## config.mk

```make
export PLATFORM = sky130hd
export DESIGN_NAME = arx_perm_core
export DESIGN_NICKNAME = d
export VERILOG_FILES = /design/src/rtl/arx_perm_pkg.sv /design/src/rtl/arx_perm_box.sv /design/src/rtl/arx_perm_linear.sv /design/src/rtl/arx_perm_step.sv /design/src/rtl/arx_perm_ctrl.sv /design/src/rtl/arx_perm_core.sv
export SDC_FILE = /design/constraint.sdc
export NUM_CORES = 2
export LEC_CHECK = 0
export BUFFER_PORTS_ARGS = -buffer_cell sky130_fd_sc_hd__buf_2
export CAP_MARGIN = 20
export CORE_AREA = 3 3 276 305
export CTS_BUF_LIST = sky130_fd_sc_hd__clkbuf_4 sky130_fd_sc_hd__clkbuf_8
export DETAILED_ROUTE_END_ITERATION = 8
export DIE_AREA = 0 0 279 308
export HOLD_SLACK_MARGIN = 0.15
export PLACE_DENSITY = 0.9
export SLEW_MARGIN = 10
export SYNTH_ARGS = -nofsm -noshare
export SYNTH_HDL_FRONTEND = slang
export SYNTH_SLANG_ARGS = --single-unit
```

## constraint.sdc

```tcl
create_clock -name clk -period 11.4 [get_ports clk]
set_input_delay 0.57 -clock clk [delete_from_list [all_inputs] [get_ports clk]]
set_output_delay 0.57 -clock clk [all_outputs]
set_load 0.02 [all_outputs]
```

## src/rtl/arx_perm_pkg.sv

```systemverilog
package arx_perm_pkg;

    localparam int WORD_W   = 32;
    localparam int N_BRANCH = 4;
    localparam int N_WORDS  = 2 * N_BRANCH;
    localparam int STATE_W  = N_WORDS * WORD_W;
    localparam int HALF     = N_BRANCH / 2;
    localparam int N_KONST  = 8;
    localparam int KIDX_W   = $clog2(N_KONST);

    typedef logic [WORD_W-1:0] word_t;

    // x sits in the low half so that word 2i is x_i and word 2i+1 is y_i
    typedef struct packed {
        word_t y;
        word_t x;
    } branch_t;

    typedef branch_t [N_BRANCH-1:0] state_t;

    function automatic word_t rotr(word_t w, int unsigned r);
        return (w >> r) | (w << (WORD_W - r));
    endfunction

    // linear mixing helper of the Feistel layer
    function automatic word_t mix_l(word_t v);
        return rotr(v ^ (v << 16), 16);
    endfunction

    function automatic word_t konst(logic [KIDX_W-1:0] idx);
        word_t k;
        case (idx)
            3'd0:    k = 32'hB7E1_5162;
            3'd1:    k = 32'hBF71_5880;
            3'd2:    k = 32'h38B4_DA56;
            3'd3:    k = 32'h324E_7738;
            3'd4:    k = 32'hBB11_85EB;
            3'd5:    k = 32'h4F7C_7B57;
            3'd6:    k = 32'hCFBF_A1C8;
            default: k = 32'hC2B3_293D;
        endcase
        return k;
    endfunction

endpackage

```

## src/rtl/arx_perm_box.sv

```systemverilog
module arx_perm_box
    import arx_perm_pkg::*;
(
    input  branch_t b_in,
    input  word_t   rkey,
    output branch_t b_out
);
    // rotation amounts of the four rounds: first applied to y, second to x
    localparam int unsigned RA0 = 31, RB0 = 24;
    localparam int unsigned RA1 = 17, RB1 = 17;
    localparam int unsigned RB2 = 31;
    localparam int unsigned RA3 = 24, RB3 = 16;

    word_t xv, yv;

    always_comb begin
        xv = b_in.x;
        yv = b_in.y;
        // round 0
        xv = xv + rotr(yv, RA0);
        yv = yv ^ rotr(xv, RB0);
        xv = xv ^ rkey;
        // round 1
        xv = xv + rotr(yv, RA1);
        yv = yv ^ rotr(xv, RB1);
        xv = xv ^ rkey;
        // round 2: no rotation on the add
        xv = xv + yv;
        yv = yv ^ rotr(xv, RB2);
        xv = xv ^ rkey;
        // round 3
        xv = xv + rotr(yv, RA3);
        yv = yv ^ rotr(xv, RB3);
        xv = xv ^ rkey;
        b_out.x = xv;
        b_out.y = yv;
    end

endmodule

```

## src/rtl/arx_perm_linear.sv

```systemverilog
module arx_perm_linear
    import arx_perm_pkg::*;
(
    input  state_t s_in,
    output state_t s_out
);
    word_t  fold_x, fold_y;
    word_t  tx, ty;
    state_t right_m;

    always_comb begin
        fold_x = '0;
        fold_y = '0;
        for (int i = 0; i < HALF; i++) begin
            fold_x = fold_x ^ s_in[i].x;
            fold_y = fold_y ^ s_in[i].y;
        end
        tx = mix_l(fold_x);
        ty = mix_l(fold_y);
    end

    // Feistel part: right branches take the mixed left half
    always_comb begin
        right_m = s_in;
        for (int j = HALF; j < N_BRANCH; j++) begin
            right_m[j].x = s_in[j].x ^ ty;
            right_m[j].y = s_in[j].y ^ tx;
        end
    end

    // branch permutation with left/right swap
    genvar gi;
    generate
        for (gi = 0; gi < HALF; gi++) begin : g_perm
            localparam int SRC_R = HALF + ((gi + 1) % HALF);
            localparam int SRC_L = (gi + 1) % HALF;
            assign s_out[gi].x      = right_m[SRC_R].x ^ s_in[SRC_L].x;
            assign s_out[gi].y      = right_m[SRC_R].y ^ s_in[SRC_L].y;
            assign s_out[gi + HALF] = s_in[gi];
        end
    endgenerate

endmodule

```

## src/rtl/arx_perm_step.sv

```systemverilog
module arx_perm_step
    import arx_perm_pkg::*;
#(
    parameter int STEP_W = 4
) (
    input  state_t            cur,
    input  logic [STEP_W-1:0] step_idx,
    output state_t            nxt
);
    state_t injected;
    state_t boxed;

    always_comb begin
        injected      = cur;
        injected[0].y = cur[0].y ^ konst(step_idx[KIDX_W-1:0]);
        injected[1].y = cur[1].y ^ {{(WORD_W-STEP_W){1'b0}}, step_idx};
    end

    genvar gb;
    generate
        for (gb = 0; gb < N_BRANCH; gb++) begin : g_box
            localparam logic [KIDX_W-1:0] KI = KIDX_W'(gb);
            arx_perm_box u_box (
                .b_in  (injected[gb]),
                .rkey  (konst(KI)),
                .b_out (boxed[gb])
            );
        end
    endgenerate

    arx_perm_linear u_lin (
        .s_in  (boxed),
        .s_out (nxt)
    );

endmodule

```

## src/rtl/arx_perm_ctrl.sv

```systemverilog
module arx_perm_ctrl #(
    parameter int STEP_W = 4
) (
    input  logic              clk,
    input  logic              rst,
    input  logic              start,
    input  logic [STEP_W-1:0] steps,
    output logic              load,
    output logic              advance,
    output logic [STEP_W-1:0] step_idx,
    output logic              busy,
    output logic              done
);
    logic [STEP_W-1:0] target_q;
    logic [STEP_W-1:0] idx_nx;

    assign load     = start && !busy;
    assign advance  = busy;
    assign idx_nx   = step_idx + 1'b1;

    always_ff @(posedge clk) begin
        if (rst) begin
            busy     <= 1'b0;
            done     <= 1'b0;
            step_idx <= '0;
            target_q <= '0;
        end else begin
            done <= 1'b0;
            if (load) begin
                step_idx <= '0;
                target_q <= steps;
                if (steps == '0) begin
                    done <= 1'b1;
                end else begin
                    busy <= 1'b1;
                end
            end else if (busy) begin
                step_idx <= idx_nx;
                if (idx_nx == target_q) begin
                    busy <= 1'b0;
                    done <= 1'b1;
                end
            end
        end
    end

endmodule

```

## src/rtl/arx_perm_core.sv

```systemverilog
module arx_perm_core
    import arx_perm_pkg::*;
#(
    parameter int STEP_W = 4
) (
    input  logic               clk,
    input  logic               rst,
    input  logic               start,
    input  logic [STEP_W-1:0]  steps,
    input  logic [STATE_W-1:0] state_in,
    output logic [STATE_W-1:0] state_out,
    output logic               busy,
    output logic               done
);
    logic              load, advance;
    logic [STEP_W-1:0] step_idx;
    state_t            state_q, state_nx;

    arx_perm_ctrl #(.STEP_W(STEP_W)) u_ctrl (
        .clk      (clk),
        .rst      (rst),
        .start    (start),
        .steps    (steps),
        .load     (load),
        .advance  (advance),
        .step_idx (step_idx),
        .busy     (busy),
        .done     (done)
    );

    arx_perm_step #(.STEP_W(STEP_W)) u_step (
        .cur      (state_q),
        .step_idx (step_idx),
        .nxt      (state_nx)
    );

    always_ff @(posedge clk) begin
        if (rst) begin
            state_q <= '0;
        end else if (load) begin
            state_q <= state_t'(state_in);
        end else if (advance) begin
            state_q <= state_nx;
        end
    end

    assign state_out = state_q;

endmodule

```

==> reports/qor.yml, run 1 <==
grt_pass1_vias: 71100
syn_nets: 6344
stop_stage: "5_1_grt"
ys_seq_elements: 266
root_buffer: "clkbuf_8"
synth.cell_area_um2: 44600
grt_overflow: 2223
synthArstFlopShare: 0
clk_path_buf_depth: 3
synthTopCellsByCount: "xnor2_1 (846), ha_1 (502), a21oi_1 (446)"
synth_ff_type: "dfxtp_1"
grt_usage: 0.815
dpl.hpwl_mm: 195
clock-sinks: 266
syn_avg_cell_area_um2: 8.02
grt_max_degree: 120
yosys.area.top_type_share: 0.166
outcome: "did not finish"
syn_inst: 5563
synthTopCellsByArea: "xnor2_1 (17%), ha_1 (14%), dfxtp_1 (12%), xor2_1 (8.3%), a211oi_1 (6.9%)"
grt_pass1_wl_mm: 526
synth_edf_count: 0
die-width_um: 279
error: "[ERROR GRT-0116] Global routing finished with congestion. Check the congestion regions in the DRC Viewer."
synth-warning-count: 0
io_buffer_count: 520
initial_core_util: 0.547
die_h_um: 308
ys_seq_area_frac: 0.119
synth.most_common_cell: "xnor2_1"
ys_types: 95
gp_congestion: 1.38
rows: 110
cts_buffers: 48
cts_htree_levels: 2
num_io_pins: 521
yosys.area.top_type: "xnor2_1"
-- logic make-up after synthesis --
| kind of cell | Yosys count | synth area share |
|---|---|---|
| compound gates | 1726 | 0.258 |
| xor+xnor | 1333 | 0.282 |
| fa+ha+maj | 518 | 0.148 |
| buf+inv | 449 | 0.0380 |
| flops | 266 | 0.119 |
| mux | 100 | 0.0225 |
| simple gates | 1171 | 0.132 |
-- per-stage QoR --
step	worst slack, ns	area (um2)	util	cells	hold WS (ns)
CTS	0.00163	58500	0.717	8099	0.171
floorplan	0.00323	44700	-	5563	0.480
global placement	-0.326	54800	0.671	7876	0.500
detailed placement	-1.18	54800	0.671	7878	0.508
-- repair_timing --
| item | in CTS |
|---|---|
| hold endpoints to repair | 4 |
| hold buffers | 4 |
| resized for setup | 298 |
| pin swaps | 168 |
| setup buffers | 132 |
| setup endpoints to repair | 168 |
-- metal layers --
| metal | track usage | overflow |
|---|---|---|
| met5 | 0.602 | 10 |
| met4 | 0.785 | 572 |
| met3 | 0.724 | 143 |
| met2 | 0.966 | 1364 |
| met1 | 0.780 | 134 |
==> inputs of run 2 (changes only) <==
--- a/config.mk
+++ b/config.mk
@@ -7,12 +7,10 @@
 export LEC_CHECK = 0
 export BUFFER_PORTS_ARGS = -buffer_cell sky130_fd_sc_hd__buf_2
 export CAP_MARGIN = 20
-export CORE_AREA = 3 3 276 305
-export CTS_BUF_LIST = sky130_fd_sc_hd__clkbuf_4 sky130_fd_sc_hd__clkbuf_8
+export CORE_AREA = 3 3 338 340
 export DETAILED_ROUTE_END_ITERATION = 8
-export DIE_AREA = 0 0 279 308
-export HOLD_SLACK_MARGIN = 0.15
-export PLACE_DENSITY = 0.9
+export DIE_AREA = 0 0 341 343
+export PLACE_DENSITY_LB_ADDON = 0.15
 export SLEW_MARGIN = 10
 export SYNTH_ARGS = -nofsm -noshare
 export SYNTH_HDL_FRONTEND = slang
==> constraint.sdc (replaced) <==
create_clock -name clk -period 14.8 [get_ports clk]
set_input_delay 0.74 -clock clk [delete_from_list [all_inputs] [get_ports clk]]
set_output_delay 0.74 -clock clk [all_outputs]
set_load 0.02 [all_outputs]
==> run 2 against run 1 <==
The flow now finishes without violations. Synthesized area unchanged. Synthesized cell count unchanged.
==> reports/qor.yml, run 2 <==
clk_pin_slew_ns: 0.06
critPathKind: "flip-flop to flip-flop"
yosys.area.top_type_share: 0.166  # unchanged
synthArstFlopShare: 0  # unchanged
synth.most_common_cell: "xnor2_1"
rrSetupSlack_ns: 0.62
core_um2: 112000
setup_viol_count_final: 0
grt_pass1_wl_mm: 338
synth.cell_area_um2: 44600  # unchanged
hold_class: "input port to flip-flop"
cp.required_ns: 15.25
drv_slew: 0
grt_overflow: 0
placedCellCount: 7591  # -3.6%
cts-hold-fix-buffers: 0  # -4
drc: 0
final_hold_viol_count: 0
regToRegStartpoint: "u_ctrl.step_idx[1]"
critPathArrivalTime_ns: 14.63
grt_usage: 0.407
syn_avg_cell_area_um2: 8.02  # unchanged
final_antenna_net_count: 0
root_buffer: "clkbuf_16"
syn_inst: 5563  # unchanged
wl_mm: 251
post-route-util: 0.458
worstHoldPathCells: 3
num_io_pins: 521  # unchanged
slowest_delay_ns: 0.63
r2r-end: "state_out[37]"
rows: 123  # +12%
synthTopCellsByCount: "xnor2_1 (846), ha_1 (502), a21oi_1 (446)"
initial_core_util: 0.399  # -0.148
cp_slowest_cell: "xnor2_1"
maxSlewHeadroom: 0.165
finalCritPeriodShare: 0.958
drive_gt1_frac: 0.137
clk_path_buf_depth: 3  # unchanged
synth-warning-count: 0  # unchanged
clock_skew_ns: 0.0496
largest_reg_flops: 256
start_kind: "flip-flop"
synth_ff_type: "dfxtp_1"
tightest_slew_ns: 1.25
antenna_found_initial: 29
final_common_cell: "xnor2_1"
dr.pass1.iters: 6
clock-sinks: 266  # unchanged
nFillCells: 11500
crit_path_max_fanout: 11
cts_tree: "yes"
hold-path-endpoint: "u_ctrl.target_q[1]"
ys_types: 95  # unchanged
synth_edf_count: 0  # unchanged
dpl.hpwl_mm: 217  # +11%
num-nets-final: 6914
hp-start: "steps[1]"
yosys.area.top_type: "xnor2_1"
grt_pass1_vias: 43400
regArea_um2: 5330
vias: 47700
hold_ws_ns: 0.391
cts_htree_levels: 2  # unchanged
gp_congestion: 1.13  # -18%
avgRoutedWirePerCell_um: 32.7
endpoint_kind: "flip-flop"
multi_input_area_um2: 37800
io_buffer_count: 520  # unchanged
cts_buffers: 37  # -23%
finalNonFillerCells: 7668
fin_crit_ns: 14.18
dieArea_um2: 117000
grt_max_degree: 97
die_h_um: 343  # +11%
final_cell_mix: "xnor2_1 (831), buf_2 (518), ha_1 (502)"
die-width_um: 341  # +22%
syn_nets: 6344  # unchanged
outcome: "finished, final reports clean"
ys_seq_elements: 266  # unchanged
cpLargestDelayFamily: "compound AO/OA/AOI/OAI gates"
clock_latency_ns: 0.63
syn2layout_area_growth_pct: 14.9
critPathBufInv: 2
maxCapViolations: 0
via_per_inst: 6.22
ys_seq_area_frac: 0.119  # unchanged
fmax_mhz: 70.5
synthTopCellsByArea: "xnor2_1 (17%), ha_1 (14%), dfxtp_1 (12%), xor2_1 (8.3%), a211oi_1 (6.9%)"
r2r.worst_path.cells: 53
drtIter0Drc: 6257
final.setup.tns_ns: 0
-- run 2: cell counts after synthesis --
No cell type changed its count.
-- run 2: how the worst max path moves through the flow --
stage	from	endpoint	slack, ns	cells after the start
CTS	u_ctrl.step_idx[0]	state_out[72]	0.06	57
global route	u_ctrl.step_idx[1]	state_out[8]	-0.17	56
finish	u_ctrl.step_idx[1]	state_out[37]	0.62	53
detailed placement	u_ctrl.step_idx[0]	state_out[72]	-0.15	57
global placement	u_ctrl.step_idx[0]	state_out[72]	-0.10	57
floorplan	u_ctrl.step_idx[0]	state_out[12]	2.37	52
-- run 2: area by class of cell --
type	count	area share
antenna	13	0.000635
timing repair buffer	704	0.0781
sequential	266	0.104
inverter	276	0.0203
tap	1500	0.0366
multi-input combinational	4848	0.737
clock inverter	18	0.00493
clock buffer	43	0.0185
-- run 2: cells by family after synthesis --
kind of cell,Yosys count,synth area share
buffers and inverters,449,0.0380
DFF,266,0.119
and+or+nand+nor,1171,0.132
adders and majority gates,518,0.148
muxes,100,0.0225
AOI/OAI and AO/OA,1726,0.258
xor gates and xnor gates,1333,0.282
-- run 2: what timing repair did --
action | in CTS | in global routing
buffers inserted | 0 | 3
pin swaps | 0 | 2
setup endpoints to repair | 12 | 92
gates resized for setup | 1 | 22
-- run 2: through the flow --
stage	worst slack, ns	cell area (um2)
finish	0.619	51200
global route	-0.174	51200
CTS	0.0575	51100
detailed placement	-0.153	49900
global placement	-0.102	49800
floorplan	2.37	44600
-- run 2: layer usage --
metal	global-route usage	routed length, um	vias up
met4	0.259	19800	34
met2	0.597	101000	2940
met5	0	208	-
met1	0.532	102000	22800
li1	-	-	21300
met3	0.0987	27300	702
-- run 2: tightest hold or removal path: cells and delay by family --
| family | cells | cell delay, ns |
|---|---|---|
| multiplexers | 1 | 0.06 |
| buffers and inverters | 1 | 0.09 |
| AND/OR/NAND/NOR | 1 | 0.07 |
Power of run 2 is not shown: default switching activity piles up to over one toggle a cycle in this logic, so the estimate is an artifact.
